### src/rtl/pwr_pkg.sv
package pwr_pkg;

    localparam int unsigned REG_W = 8;

    localparam logic [1:0] ADDR_CTRL = 2'd0;
    localparam logic [1:0] ADDR_STAY = 2'd1;
    localparam logic [1:0] ADDR_PIN  = 2'd2;

    localparam int unsigned PIN_PORT_BIT = 7;

    typedef enum logic [1:0] {
        PS_AWAKE = 2'd0,
        PS_NAP   = 2'd1,
        PS_DEEP  = 2'd2
    } pwr_state_e;

    typedef struct packed {
        logic       en;
        logic       bg;
        logic [1:0] sel;
        logic       deep;
    } sleep_cfg_t;

    typedef struct packed {
        logic touch;
        logic gpio;
        logic bus;
    } evt_t;

    function automatic sleep_cfg_t cfg_unpack(logic [REG_W-1:0] b);
        sleep_cfg_t c;
        c.en   = b[7];
        c.bg   = b[5];
        c.sel  = b[4:3];
        c.deep = b[0];
        return c;
    endfunction

    function automatic logic [REG_W-1:0] cfg_pack(sleep_cfg_t c);
        logic [REG_W-1:0] b;
        b      = '0;
        b[7]   = c.en;
        b[5]   = c.bg;
        b[4:3] = c.sel;
        b[0]   = c.deep;
        return b;
    endfunction

    // Last counter value of an interval: 2^(step*sel) - 1 ticks.
    function automatic int unsigned ivl_last(logic [1:0] sel, int unsigned step);
        return (32'd1 << (step * int'(sel))) - 32'd1;
    endfunction

endpackage

### src/rtl/pwr_regs.sv
module pwr_regs
    import pwr_pkg::*;
#(
    parameter int unsigned PINS     = 5,
    parameter int unsigned STAY_W   = 8,
    parameter logic [7:0]  RST_CTRL = 8'h00,
    parameter logic [7:0]  RST_STAY = 8'h00,
    parameter logic [7:0]  RST_PIN  = 8'h00
) (
    input  logic              clk,
    input  logic              rst,
    input  logic              wr_en,
    input  logic [1:0]        addr,
    input  logic [REG_W-1:0]  wdata,
    output logic [REG_W-1:0]  rdata,
    input  logic              clr_deep,
    output sleep_cfg_t        cfg,
    output logic [STAY_W-1:0] stay_val,
    output logic [2*PINS-1:0] sel_mask
);

    localparam sleep_cfg_t RST_CFG_RAW = cfg_unpack(RST_CTRL);

    sleep_cfg_t        ctrl_q;
    logic [STAY_W-1:0] stay_q;
    logic              port_q;
    logic [PINS-1:0]   onehot_q;

    always_ff @(posedge clk) begin
        if (rst) begin
            ctrl_q      <= RST_CFG_RAW;
            ctrl_q.deep <= 1'b0;   // deep sleep never comes back from reset
        end else if (wr_en && addr == ADDR_CTRL) begin
            ctrl_q <= cfg_unpack(wdata);
        end else if (clr_deep) begin
            ctrl_q.deep <= 1'b0;
        end
    end

    always_ff @(posedge clk) begin
        if (rst) begin
            stay_q   <= RST_STAY[STAY_W-1:0];
            port_q   <= RST_PIN[PIN_PORT_BIT];
            onehot_q <= RST_PIN[PINS-1:0];
        end else if (wr_en) begin
            if (addr == ADDR_STAY) stay_q <= wdata[STAY_W-1:0];
            if (addr == ADDR_PIN) begin
                port_q   <= wdata[PIN_PORT_BIT];
                onehot_q <= wdata[PINS-1:0];
            end
        end
    end

    logic [REG_W-1:0] pin_rd;
    always_comb begin
        pin_rd               = '0;
        pin_rd[PIN_PORT_BIT] = port_q;
        pin_rd[PINS-1:0]     = onehot_q;
    end

    always_comb begin
        unique case (addr)
            ADDR_CTRL: rdata = cfg_pack(ctrl_q);
            ADDR_STAY: rdata = REG_W'(stay_q);
            ADDR_PIN:  rdata = pin_rd;
            default:   rdata = '0;
        endcase
    end

    for (genvar i = 0; i < PINS; i++) begin : g_pin
        assign sel_mask[i]      = !port_q && onehot_q[i];
        assign sel_mask[PINS+i] =  port_q && onehot_q[i];
    end

    assign cfg      = ctrl_q;
    assign stay_val = stay_q;

    // the deep bit only ever rises through a control write
    p_deep_set_by_write_r7: assert property (@(posedge clk) disable iff (rst)
        $rose(ctrl_q.deep) |-> $past(wr_en && addr == ADDR_CTRL && wdata[0]));

endmodule

### src/rtl/pwr_ivl_timer.sv
module pwr_ivl_timer
    import pwr_pkg::*;
#(
    parameter int unsigned STEP = 3
) (
    input  logic       clk,
    input  logic       rst,
    input  logic       tick,
    input  logic [1:0] sel,
    input  logic       clr,
    output logic       bound
);

    localparam int unsigned CNT_W = 3 * STEP;

    logic [CNT_W-1:0] cnt_q;
    logic [CNT_W-1:0] last_c;

    assign last_c = CNT_W'(ivl_last(sel, STEP));
    // >= lets a shorter interval select take effect on the next tick
    assign bound  = tick && (cnt_q >= last_c);

    always_ff @(posedge clk) begin
        if (rst || clr)  cnt_q <= '0;
        else if (tick)   cnt_q <= bound ? '0 : cnt_q + 1'b1;
    end

endmodule

### src/rtl/pwr_seq.sv
module pwr_seq
    import pwr_pkg::*;
#(
    parameter int unsigned STAY_W = 8
) (
    input  logic              clk,
    input  logic              rst,
    input  logic              en,
    input  logic              deep,
    input  logic [STAY_W-1:0] stay_val,
    input  logic              bound,
    input  evt_t              evt,
    input  logic              pin_ok,
    output logic              ivl_clr,
    output logic              clr_deep,
    output logic              sleep_req,
    output logic              scan_req
);

    pwr_state_e        state_q, state_n;
    logic [STAY_W-1:0] stay_q, stay_n;
    logic              dwoke_q, dwoke_n;
    logic              scan_q, scan_n;
    logic              any_evt;

    assign any_evt = evt.touch || evt.gpio || evt.bus;

    always_comb begin
        state_n  = state_q;
        stay_n   = stay_q;
        dwoke_n  = dwoke_q;
        scan_n   = 1'b0;
        ivl_clr  = 1'b0;
        clr_deep = 1'b0;
        unique case (state_q)
            PS_AWAKE: begin
                if (any_evt) begin
                    stay_n  = stay_val;
                    ivl_clr = 1'b1;
                    if (dwoke_q) begin
                        clr_deep = 1'b1;
                        dwoke_n  = 1'b0;
                    end
                end else if (bound) begin
                    if (stay_q != '0) begin
                        stay_n = stay_q - 1'b1;
                    end else if (en && pin_ok) begin
                        state_n = deep ? PS_DEEP : PS_NAP;
                        dwoke_n = 1'b0;
                    end
                end
            end
            PS_NAP: begin
                if (evt.gpio) begin
                    state_n = PS_AWAKE;
                    stay_n  = stay_val;
                    ivl_clr = 1'b1;
                end else if (bound) begin
                    state_n = PS_AWAKE;
                    stay_n  = stay_val;
                    scan_n  = 1'b1;
                end
            end
            PS_DEEP: begin
                if (evt.gpio) begin
                    state_n = PS_AWAKE;
                    stay_n  = stay_val;
                    ivl_clr = 1'b1;
                    dwoke_n = 1'b1;
                end
            end
            default: state_n = PS_AWAKE;
        endcase
    end

    always_ff @(posedge clk) begin
        if (rst) begin
            state_q <= PS_AWAKE;
            stay_q  <= '0;
            dwoke_q <= 1'b0;
            scan_q  <= 1'b0;
        end else begin
            state_q <= state_n;
            stay_q  <= stay_n;
            dwoke_q <= dwoke_n;
            scan_q  <= scan_n;
        end
    end

    assign sleep_req = (state_q != PS_AWAKE);
    assign scan_req  = scan_q;

    // a scan request only follows a timed nap, and lasts one cycle
    p_scan_from_nap_r3: assert property (@(posedge clk) disable iff (rst)
        scan_req |-> $past(state_q == PS_NAP) && !sleep_req);
    p_scan_single_r3: assert property (@(posedge clk) disable iff (rst)
        scan_req |=> !scan_req);

    // sleep begins only with enable set and the control pin released
    p_entry_permitted_r5: assert property (@(posedge clk) disable iff (rst)
        $rose(sleep_req) |-> $past(pin_ok && en));

    // only a GPIO interrupt ends deep sleep
    p_deep_hold_r6: assert property (@(posedge clk) disable iff (rst)
        (state_q == PS_DEEP && !evt.gpio) |=> state_q == PS_DEEP);

    // an event while awake reloads the stay-awake counter
    p_stay_reload_r4: assert property (@(posedge clk) disable iff (rst)
        $past(!rst && state_q == PS_AWAKE && any_evt) |-> stay_q == $past(stay_val));

endmodule

### src/rtl/pwr_sleep_ctrl.sv
module pwr_sleep_ctrl
    import pwr_pkg::*;
#(
    parameter int unsigned PINS     = 5,
    parameter int unsigned IVL_STEP = 3,
    parameter int unsigned STAY_W   = 8,
    parameter logic [7:0]  RST_CTRL = 8'h00,
    parameter logic [7:0]  RST_STAY = 8'h00,
    parameter logic [7:0]  RST_PIN  = 8'h00
) (
    input  logic              clk,
    input  logic              rst,
    input  logic              reg_wr,
    input  logic [1:0]        reg_addr,
    input  logic [7:0]        reg_wdata,
    output logic [7:0]        reg_rdata,
    input  logic              tick,
    input  logic              touch_evt,
    input  logic              gpio_irq,
    input  logic              bus_evt,
    input  logic [2*PINS-1:0] pin_level,
    output logic              sleep_req,
    output logic              scan_req,
    output logic              bg_keep
);

    sleep_cfg_t        cfg;
    logic [STAY_W-1:0] stay_val;
    logic [2*PINS-1:0] sel_mask;
    logic              clr_deep;
    logic              ivl_clr;
    logic              bound;
    logic              pin_ok;
    evt_t              evt;

    assign evt.touch = touch_evt;
    assign evt.gpio  = gpio_irq;
    assign evt.bus   = bus_evt;

    // Any selected pin held low vetoes sleep
    assign pin_ok = ~|(sel_mask & ~pin_level);

    pwr_regs #(
        .PINS(PINS), .STAY_W(STAY_W),
        .RST_CTRL(RST_CTRL), .RST_STAY(RST_STAY), .RST_PIN(RST_PIN)
    ) u_regs (
        .clk(clk), .rst(rst), .wr_en(reg_wr), .addr(reg_addr),
        .wdata(reg_wdata), .rdata(reg_rdata), .clr_deep(clr_deep),
        .cfg(cfg), .stay_val(stay_val), .sel_mask(sel_mask)
    );

    pwr_ivl_timer #(.STEP(IVL_STEP)) u_timer (
        .clk(clk), .rst(rst), .tick(tick), .sel(cfg.sel),
        .clr(ivl_clr), .bound(bound)
    );

    pwr_seq #(.STAY_W(STAY_W)) u_seq (
        .clk(clk), .rst(rst), .en(cfg.en), .deep(cfg.deep),
        .stay_val(stay_val), .bound(bound), .evt(evt), .pin_ok(pin_ok),
        .ivl_clr(ivl_clr), .clr_deep(clr_deep),
        .sleep_req(sleep_req), .scan_req(scan_req)
    );

    assign bg_keep = sleep_req && cfg.bg;

endmodule

### config.mk
export PLATFORM = sky130hd
export DESIGN_NAME = pwr_sleep_ctrl
export DESIGN_NICKNAME = d
export VERILOG_FILES = /design/src/rtl/pwr_pkg.sv /design/src/rtl/pwr_regs.sv /design/src/rtl/pwr_ivl_timer.sv /design/src/rtl/pwr_seq.sv /design/src/rtl/pwr_sleep_ctrl.sv
export SDC_FILE = /design/constraint.sdc
export NUM_CORES = 1
export LEC_CHECK = 0
export ABC_AREA = 1
export BUFFER_PORTS_ARGS = -buffer_cell sky130_fd_sc_hd__buf_2
export CAP_MARGIN = 15
export CELL_PAD_IN_SITES_DETAIL_PLACEMENT = 0
export CELL_PAD_IN_SITES_GLOBAL_PLACEMENT = 1
export CORE_MARGIN = 2
export CORE_UTILIZATION = 41
export CTS_BUF_LIST = sky130_fd_sc_hd__clkbuf_2 sky130_fd_sc_hd__clkbuf_4 sky130_fd_sc_hd__clkbuf_8
export DETAILED_ROUTE_END_ITERATION = 10
export PLACE_DENSITY_LB_ADDON = 0.1
export SLEW_MARGIN = 20
export SYNTH_ARGS = -nofsm -noshare
export SYNTH_HDL_FRONTEND = slang
export SYNTH_HIERARCHICAL = 1
export SYNTH_SLANG_ARGS = --single-unit
export TNS_END_PERCENT = 5
### constraint.sdc
create_clock -name clk -period 2.8 [get_ports clk]
set_input_delay 0.56 -clock clk [delete_from_list [all_inputs] [get_ports clk]]
set_output_delay 0.56 -clock clk [all_outputs]
set_load 0.05 [all_outputs]
## Word-level counts from Yosys, hierarchy flattened

Index checks and enable logic that the tools add are counted.

| storage, ports and cells | value |
|---|---|
| bits of input ports | 27 |
| register bits | 40 |
| word-level logic and storage cells | 102 |
| output and inout bits | 11 |

| operators by class | value |
|---|---|
| bitwise gates (word level) | 3 |
| multiplexer cells | 33 |
| reduce and logical (&&, ||, !) cells | 34 |
| $mul | 1 |
| shift operators | 1 |
| add/subtract/negate cells | 3 |
| magnitude comparators | 1 |
| equality and inequality tests | 14 |

Operators with widths:

| operator | number |
|---|---|
| 8-bit two-way mux | 6 |
| 8-bit one-hot mux with 3 select lines | 2 |
| 2-bit two-way mux | 8 |
| 1-bit logical AND | 14 |
| 1-bit two-way mux | 13 |
| 10-bit AND | 1 |
| 10-bit inverter | 1 |
| 5-bit AND reduction | 2 |
| 10-bit OR reduction | 1 |
| 9-bit by 1-bit adder with 9-bit output, second input constant | 1 |
| 9-bit greater-or-equal comparator | 1 |
| 9-bit two-way mux | 1 |
| 1-bit by 4-bit left shift with 9-bit output, first input constant | 1 |
| 9-bit by 1-bit subtractor with 9-bit output, second input constant | 1 |
| 2-bit inequality test, second input constant | 4 |
| 8-bit nonzero test | 1 |
| 8-bit by 1-bit subtractor with 8-bit output, second input constant | 1 |
| 3-bit by 1-bit inequality test with 1-bit output, second input constant | 2 |
| 3-bit by 2-bit inequality test with 1-bit output, second input constant | 2 |
| 2-bit one-hot mux with 3 select lines | 1 |
| 6-bit AND reduction | 1 |
| 2-bit nonzero test | 3 |
| 2-bit by 1-bit == test with 1-bit output, second input constant | 2 |
| 2-bit == test, second input constant | 2 |
| other kinds (12) | 18 |

## Logic depth before layout (Yosys ltp)

Gate-level depths: netlist of run 1.

| logic depth | value |
|---|---|
| word-level depth | 11 |
| mapped depth | 22 |
| mapped depth without buffers | 22 |

## Hierarchy

Netlist of run 1, hierarchy kept.

By module, submodules not included:

| module | sequential area each (sq um) | times used | cells each | area each (sq um) |
|---|---|---|---|---|
| pwr_regs | 380.4 | 1 | 163 | 974.7 |
| pwr_seq | 240.2 | 1 | 148 | 919.6 |
| pwr_ivl_timer | 180.2 | 1 | 91 | 654.4 |
| pwr_sleep_ctrl | 0.0 | 1 | 29 | 115.1 |

## Worst setup path before layout of run 1

No wires, ideal clock.

| path | value |
|---|---|
| path type | input to output |
| from | in reg_addr[1] |
| to | out reg_rdata[5] |
| arrival | 1894 ps |
| buffers on the path | 0 |
| setup slack | 346 ps |
| stages on the path | 3 |
| data required time | 2240 ps |
| cells stage by stage | inv_1 nand2_1 o21ai_0 |

| on the way | value |
|---|---|
| cells in the longest elaborated chain, start to end | 2 |
| elaborated cells between the ends (all ways) | 4 |
| those cells by class | eq/ne (2); mux (1); reduce/logical (1) |

Ends and longest elaborated chain:

| item | line | source |
|---|---|---|
| start, declared | pwr_sleep_ctrl.sv:14 | `input logic [1:0] reg_addr,` |
| 2-bit == test (tied with other cells) | pwr_regs.sv:62 | `unique case (addr)` |
| 8-bit one-hot mux with 3 select lines * | pwr_regs.sv:62 |  |
| end, declared | pwr_sleep_ctrl.sv:16 | `output logic [7:0] reg_rdata,` |

Every way passes the cells marked *; elsewhere a longest branch is shown, timed or not.

## Final worst setup path of run 1

| path | value |
|---|---|
| from | reg u_regs.ctrl_q (netlist bit u_regs/cfg[2]) |
| to | reg u_seq.stay_q[6] |

| on the way | value |
|---|---|
| cells in the longest elaborated chain, start to end | 7 |
| elaborated cells between the ends (all ways) | 8 |
| those cells by class | add/sub (1); mul (1); order compare (1); eq/ne (2); shift (1); reduce/logical (2) |

Ends and longest elaborated chain:

| item | line | source |
|---|---|---|
| start, declared | pwr_regs.sv:24 | `sleep_cfg_t ctrl_q;` |
| start signal, assigned | pwr_regs.sv:34 | `ctrl_q <= cfg_unpack(wdata);` |
| 2-bit by 2-bit multiplier with 4-bit output * | pwr_pkg.sv:51 | `return (32'd1 << (step * int'(sel))) - 32'd1;` |
| 1-bit by 4-bit left shift with 9-bit output * | pwr_pkg.sv:51 |  |
| 9-bit by 1-bit subtractor with 9-bit output * | pwr_pkg.sv:51 |  |
| 9-bit greater-or-equal comparator * | pwr_ivl_timer.sv:21 | `assign bound = tick && (cnt_q >= last_c);` |
| 1-bit logical AND * | pwr_ivl_timer.sv:21 |  |
| via bound | pwr_sleep_ctrl.sv:32 | `logic bound;` |
| 3-bit by 2-bit inequality test with 1-bit output (no line) or 3-bit inequality test (tied branches) | - |  |
| 5-bit AND reduction (no line) * | - |  |
| end signal, assigned | pwr_seq.sv:84 | `stay_q <= stay_n;` |
| end, declared | pwr_seq.sv:21 | `logic [STAY_W-1:0] stay_q, stay_n;` |

The timed path passes the listed nets; every way through them passes the cells marked *.
A chain may end at the register's enable or synchronous reset.

==> out/results.txt, run 1 <==
Status: finished, final reports clean
CTS tree: done
WHS Path Cells: 2
Adder-Cell Fraction of Synth Area: 7.05%
R2R Path End: u_seq/stay_q[6]
Fin cells: 548
Initial antenna violation count: 0
H-tree depth: 2
Initial drt markers: 95
Register bit count reported by yosys: 40
PwrDens: 458 nW/µm²
Setup crit end kind: register
Vias in the first global route: 2478
XOR/XNOR share of the synthesized area: 1.64%
Antenna diodes: 0
Fmax: 420 MHz
Post-route ant nets: 0
Hold buffers post-CTS: 0
Fin. Hold Viols: 0
Hold Crit Start: u_seq/dwoke_q
Bufs on Longest Clock Path: 2
Vias: 2594
Top-area cell type share of the netlist area: 30.1%
Syn Nets: 473
Mapped Area: 2660 µm²
Number of fillers in the final layout: 716
Clock Latency Late Sink: 0.29 ns
Root buf cell: clkbuf_8
DP Cell Count: 540
DRC violations left: 0
Avg Cell Area, Syn: 6.18 µm²
Largest family of logic cells by synthesized area: simple AND/OR/NAND/NOR gates
Setup violations, final: 0
Final net count: 512
Gr usage total: 18.4%
Die extent in x: 84.6 µm
Setup TNS: 0 ns
Die H: 84.6 µm
HPWL after detailed placement: 4790 µm
Min Tclk post-route: 2.38 ns
Most common cell after layout, fill and taps aside: nand2_1
TritonRoute pass-1 iters: 4
Number of vias per cell: 4.73
Netlist cell types: 33
Row Count: 29
RePlAce Congestion: 0.795
Largest net degree at the start of global routing: 20
Final Max Slew Viols: 0
Commonest non-fill, non-tap cells in the layout: nand2_1, nor2_1, inv_1, dfxtp_1, buf_2
Critical Path Source Type: register
Port bufs: 37
Mux contribution to synthesized area: 0%
Synth Area in Compound Gates: 8.31%
Hold Path End: u_seq/dwoke_q
Post-CTS setup buffers: 0
Tightest Hold Check Type: register to register
Post-Layout Inst Area: 3030 µm²
Resized Gates After CTS: 0
Sink Count: 40
Syn Inst Count: 431
R2R setup slack: 0.42 ns
Drt wl/cell: 11.2 µm
Num CTS Buffers: 5
Placed inst area: 2920 µm²
WP data arrival: 2.57 ns
P&R area growth vs syn: 13.8%
Remaining Overflow, GRT: 0
Initial Utilization: 42.2%
RSZ-0062 raised after global routing: false
Fraction of layout cells with a size suffix above 1: 17.2%
Maximum VDD drop: 0.344 mV
Worst path required time: 2.99 ns
Die area: 7160 µm²
R2R depth: 22
Synth top area cells: dfxtp_1, nand2_1, nor2_1, inv_1, ha_1
Worst slew pin tran: 0.539 ns
Crit share post-route: 85.1%
IO Count: 38
Slew margin rel.: 63.8%
Sequential area share after synthesis: 30.1%
Floorplan core area: 6310 µm²
Leakage: 1.62 nW
Yosys warns: 6
Global-route wire length before repair: 10800 µm
Max-cap violations: 0
Synth Area in Simple Gates: 41.5%
Fin util: 48.0%
R2R Path Start: u_regs/cfg[2]
Clk pin slew, worst setup/hold paths: 0.09 ns
Largest fanout on the critical path: 9
Final Skew: 0.00736 ns
Drt total wl: 6150 µm
Cell taking the most area after synthesis: dfxtp_1
Critical path class: register to register
## final cells by class
| cell class | instances | area (µm²) | share of cell area, % |
|---|---|---|---|
| multi-input combinational | 314 | 1560 | 51.4 |
| sequential | 40 | 801 | 26.4 |
| inverter | 70 | 265 | 8.75 |
| timing repair buffer | 39 | 200 | 6.60 |
| tap | 77 | 96.3 | 3.18 |
| clock buffer | 5 | 68.8 | 2.27 |
| clock inverter | 3 | 42.5 | 1.40 |
## Yosys cell counts
cell type  number
nand3_2         2
dfxtp_1        40
a21oi_1        15
clkinv_1        1
nor2_1         83
o211ai_1        4
nor3_4          1
nor2_4          2
clkbuf_1        3
inv_1          63
o21ai_1         3
ha_1           15
nand3_1        26
nand2_1       119
a21oi_4         1
or2_2           4
inv_2           5
nor2_2         10
nand3b_1        2
inv_4           1
a21oi_2         1
buf_2           2
a31o_2          1
nand4_1         1
o22ai_1         2
nand2_2         4
nand4_2         1
o21ai_0        11
buf_6           1
nand2_4         1
xor2_1          3
buf_4           1
xnor2_1         2
## routing by layer
layer	global-route usage [%]	up-vias	routed length, µm
met2	31.1	47	2800
met1	24.4	1143	3050
li1	-	1400	-
met5	0	-	0
met4	4.76	0	53
met3	3.15	4	247
## cells by family (layout without fill, tap and decap cells)
| group | after synthesis | count (layout) |
|---|---|---|
| buffers and inverters | 77 | 117 |
| flip-flops | 40 | 40 |
| AO/OA/AOI/OAI | 38 | 38 |
| XOR/XNOR | 5 | 5 |
| AND/OR/NAND/NOR | 256 | 256 |
| adder cells (fa/ha/maj) | 15 | 15 |
## metrics by stage
stage	total power, mW	setup slack (ns)	hold slack, ns
5_1_grt	1.48	0.116	0.479
3_3_place_gp	0.919	0.526	0.451
2_1_floorplan	0.840	0.346	0.433
4_1_cts	1.41	0.406	0.470
3_5_place_dp	0.921	0.424	0.457
6_report	1.39	0.418	0.466
## worst max path at each step
stage / from / to / slack [ns] / cells after the start
2_1_floorplan: reg_addr[1] / reg_rdata[5] / 0.35 / 3
3_3_place_gp: u_regs/cfg[2] / u_seq/stay_q[6] / 0.53 / 22
3_5_place_dp: u_regs/cfg[2] / u_seq/stay_q[6] / 0.42 / 22
4_1_cts: u_regs/cfg[2] / u_seq/stay_q[6] / 0.41 / 22
5_1_grt: u_regs/cfg[2] / u_seq/stay_q[6] / 0.12 / 22
6_report: u_regs/cfg[2] / u_seq/stay_q[6] / 0.42 / 22
## sequential cells by signal, summed over array words and instances (netlist names)
signal and cells:
u_regs/stay_val 8, u_regs/cfg 5, u_regs/onehot_q 5, u_seq/stay_q 8
u_regs/port_q 1, u_timer/cnt_q 9, u_seq/dwoke_q 1, u_seq/scan_req 1
u_seq/state_q 2
## power breakdown
group / leakage (nW) / switching [mW] / internal (mW)
logic: 1.24 / 0.187 / 0.102
clock network: 0.0541 / 0.218 / 0.264
registers: 0.326 / 0.0232 / 0.594
## critical path, cell delays in order, from the launching register on
cell	delay, ns
dfxtp_1	0.38
nor2_2	0.20
inv_1	0.07
ha_1	0.28
inv_1	0.04
nand2_1	0.04
nand2_1	0.04
nand3_1	0.06
nand2_1	0.05
nand2_1	0.05
nand2_1	0.04
nand2_1	0.06
nand2_2	0.07
a21oi_4	0.16
nor2_1	0.06
nand2_1	0.08
nand3_2	0.08
nor2_4	0.13
nand2_4	0.11
inv_4	0.11
nor2_2	0.04
nor2_1	0.09
nor2_1	0.04
Note: power is estimated with default switching activity, not from simulation.
==> run 2, diff against run 1 <==
--- a/config.mk
+++ b/config.mk
@@ -14,6 +14,7 @@
 export CORE_UTILIZATION = 41
 export CTS_BUF_LIST = sky130_fd_sc_hd__clkbuf_2 sky130_fd_sc_hd__clkbuf_4 sky130_fd_sc_hd__clkbuf_8
 export DETAILED_ROUTE_END_ITERATION = 10
+export MAX_ROUTING_LAYER = met4
 export PLACE_DENSITY_LB_ADDON = 0.1
 export SLEW_MARGIN = 20
 export SYNTH_ARGS = -nofsm -noshare
==> run 2 against run 1 <==
Effect of this change:
- design area did not move
- via count did not move
- wire length about the same
- sequential power barely moved
- sequential share of layout area stayed put
- clock-buffer cell count unchanged
- sequential cell count unchanged
- combinational power is essentially flat
- final cell count is the same
- fmax about the same
- clock power about the same
==> out/results.txt, run 2 (synthesis results as in run 1) <==
Number of vias per cell: 4.73
Post-route ant nets: 0
Root buf cell: clkbuf_8
Die H: 84.6 µm
Worst slew pin tran: 0.539 ns
Vias in the first global route: 2478
CTS tree: done
Drt total wl: 6150 µm
Status: finished, final reports clean
Crit share post-route: 85.1%
Post-CTS setup buffers: 0
DRC violations left: 0
Die extent in x: 84.6 µm
Multi-input gate area: 1560 µm²
Hold buffers post-CTS: 0
Bufs on Longest Clock Path: 2
Setup WS pre-CTS: 0.424 ns
R2R setup slack: 0.42 ns
Most common cell after layout, fill and taps aside: nand2_1
Worst hold slack: 0.466 ns
P&R area growth vs syn: 13.8%
Row Count: 29
Leakage: 1.62 nW
RSZ-0062 raised after global routing: false
RePlAce Congestion: 0.806
Fin util: 48.0%
WHS Path Cells: 2
Setup crit end kind: register
Worst Setup SP: u_regs/cfg[2]
Largest net degree at the start of global routing: 20
Num CTS Buffers: 5
Design Power: 1.39 mW
Maximum VDD drop: 0.344 mV
Drt wl/cell: 11.2 µm
Fin. Hold Viols: 0
Commonest non-fill, non-tap cells in the layout: nand2_1, nor2_1, inv_1, dfxtp_1, buf_2
Max-cap violations: 0
Initial drt markers: 96
Slew margin rel.: 63.8%
Worst path required time: 2.99 ns
WP data arrival: 2.57 ns
TritonRoute pass-1 iters: 4
Largest fanout on the critical path: 9
R2R Path End: u_seq/stay_q[6]
Reg with most FFs: u_timer/cnt_q
R2R depth: 22
Clock Latency Late Sink: 0.29 ns
Sink Count: 40
H-tree depth: 2
Antenna diodes: 0
Final Max Slew Viols: 0
Initial antenna violation count: 0
R2R Path Start: u_regs/cfg[2]
Vias: 2594
PwrDens: 458 nW/µm²
Floorplan core area: 6310 µm²
Fraction of layout cells with a size suffix above 1: 17.2%
Hold Crit Start: u_seq/dwoke_q
Initial Utilization: 42.2%
Max reg flops: 9
Post-route setup slack: 0.418 ns
Critical Path Source Type: register
Min Tclk post-route: 2.38 ns
Final net count: 512
Remaining Overflow, GRT: 0
Setup TNS: 0 ns
Fmax: 420 MHz
Hold Path End: u_seq/dwoke_q
Gr usage total: 19.0%
IO Count: 38
Reg area: 801 µm²
HPWL after detailed placement: 4790 µm
Tightest Hold Check Type: register to register
Critical path class: register to register
Die area: 7160 µm²
Final Skew: 0.00736 ns
Number of fillers in the final layout: 716
Global-route wire length before repair: 10800 µm
Port bufs: 37
Resized Gates After CTS: 0
Setup violations, final: 0
Clk pin slew, worst setup/hold paths: 0.09 ns
==> run 2: cell counts in the layout (fill, tap and decap cells not counted) <==
No cell type changed its count.
==> run 2: metrics by stage <==
step | instance area, µm² | std cells
2_1_floorplan | 2660 | 431
5_1_grt | 3030 | 548
3_3_place_gp | 2920 | 540
3_5_place_dp | 2920 | 540
4_1_cts | 3030 | 548
6_report | 3030 | 548
==> run 2: worst max-delay path, stage by stage (launching register included) <==
cell and delay [ns]:
dfxtp_1 0.38, nor2_2 0.20, inv_1 0.07, ha_1 0.28, inv_1 0.04, nand2_1 0.04, nand2_1 0.04, nand3_1 0.06
nand2_1 0.05, nand2_1 0.05, nand2_1 0.04, nand2_1 0.06, nand2_2 0.07, a21oi_4 0.16, nor2_1 0.06, nand2_1 0.08
nand3_2 0.08, nor2_4 0.13, nand2_4 0.11, inv_4 0.11, nor2_2 0.04, nor2_1 0.09, nor2_1 0.04
==> run 2: final cells by class <==
type	instances	share of cell area [%]
clock buffer	5	2.27
tap	77	3.18
clock inverter	3	1.40
inverter	70	8.75
sequential	40	26.4
multi-input combinational	314	51.4
timing repair buffer	39	6.60
==> run 2: per-layer routing <==
metal  global-route usage [%]  part of all wire (%)  vias to the layer above
met3                     2.95                   3.8                        4
met1                     24.5                    50                     1143
li1                         -                     -                     1400
met4                     4.76                  0.86                        0
met2                     31.1                    45                       47
met5                        -                     0                        -
==> run 2: where the power goes <==
part / switching [mW] / internal (mW) / total [mW]
Sequential: 0.0232 / 0.594 / 0.617
Combinational: 0.187 / 0.102 / 0.290
Clock: 0.218 / 0.264 / 0.482
==> run 2: worst max-delay path by stage <==
| stage | slack [ns] | cells past startpoint | end |
|---|---|---|---|
| final | 0.42 | 22 | u_seq/stay_q[6] |
| after global routing | 0.12 | 22 | u_seq/stay_q[6] |
| after floorplan | 0.35 | 3 | reg_rdata[5] |
| after CTS | 0.41 | 22 | u_seq/stay_q[6] |
| after detailed placement | 0.42 | 22 | u_seq/stay_q[6] |
| after global placement | 0.53 | 22 | u_seq/stay_q[6] |
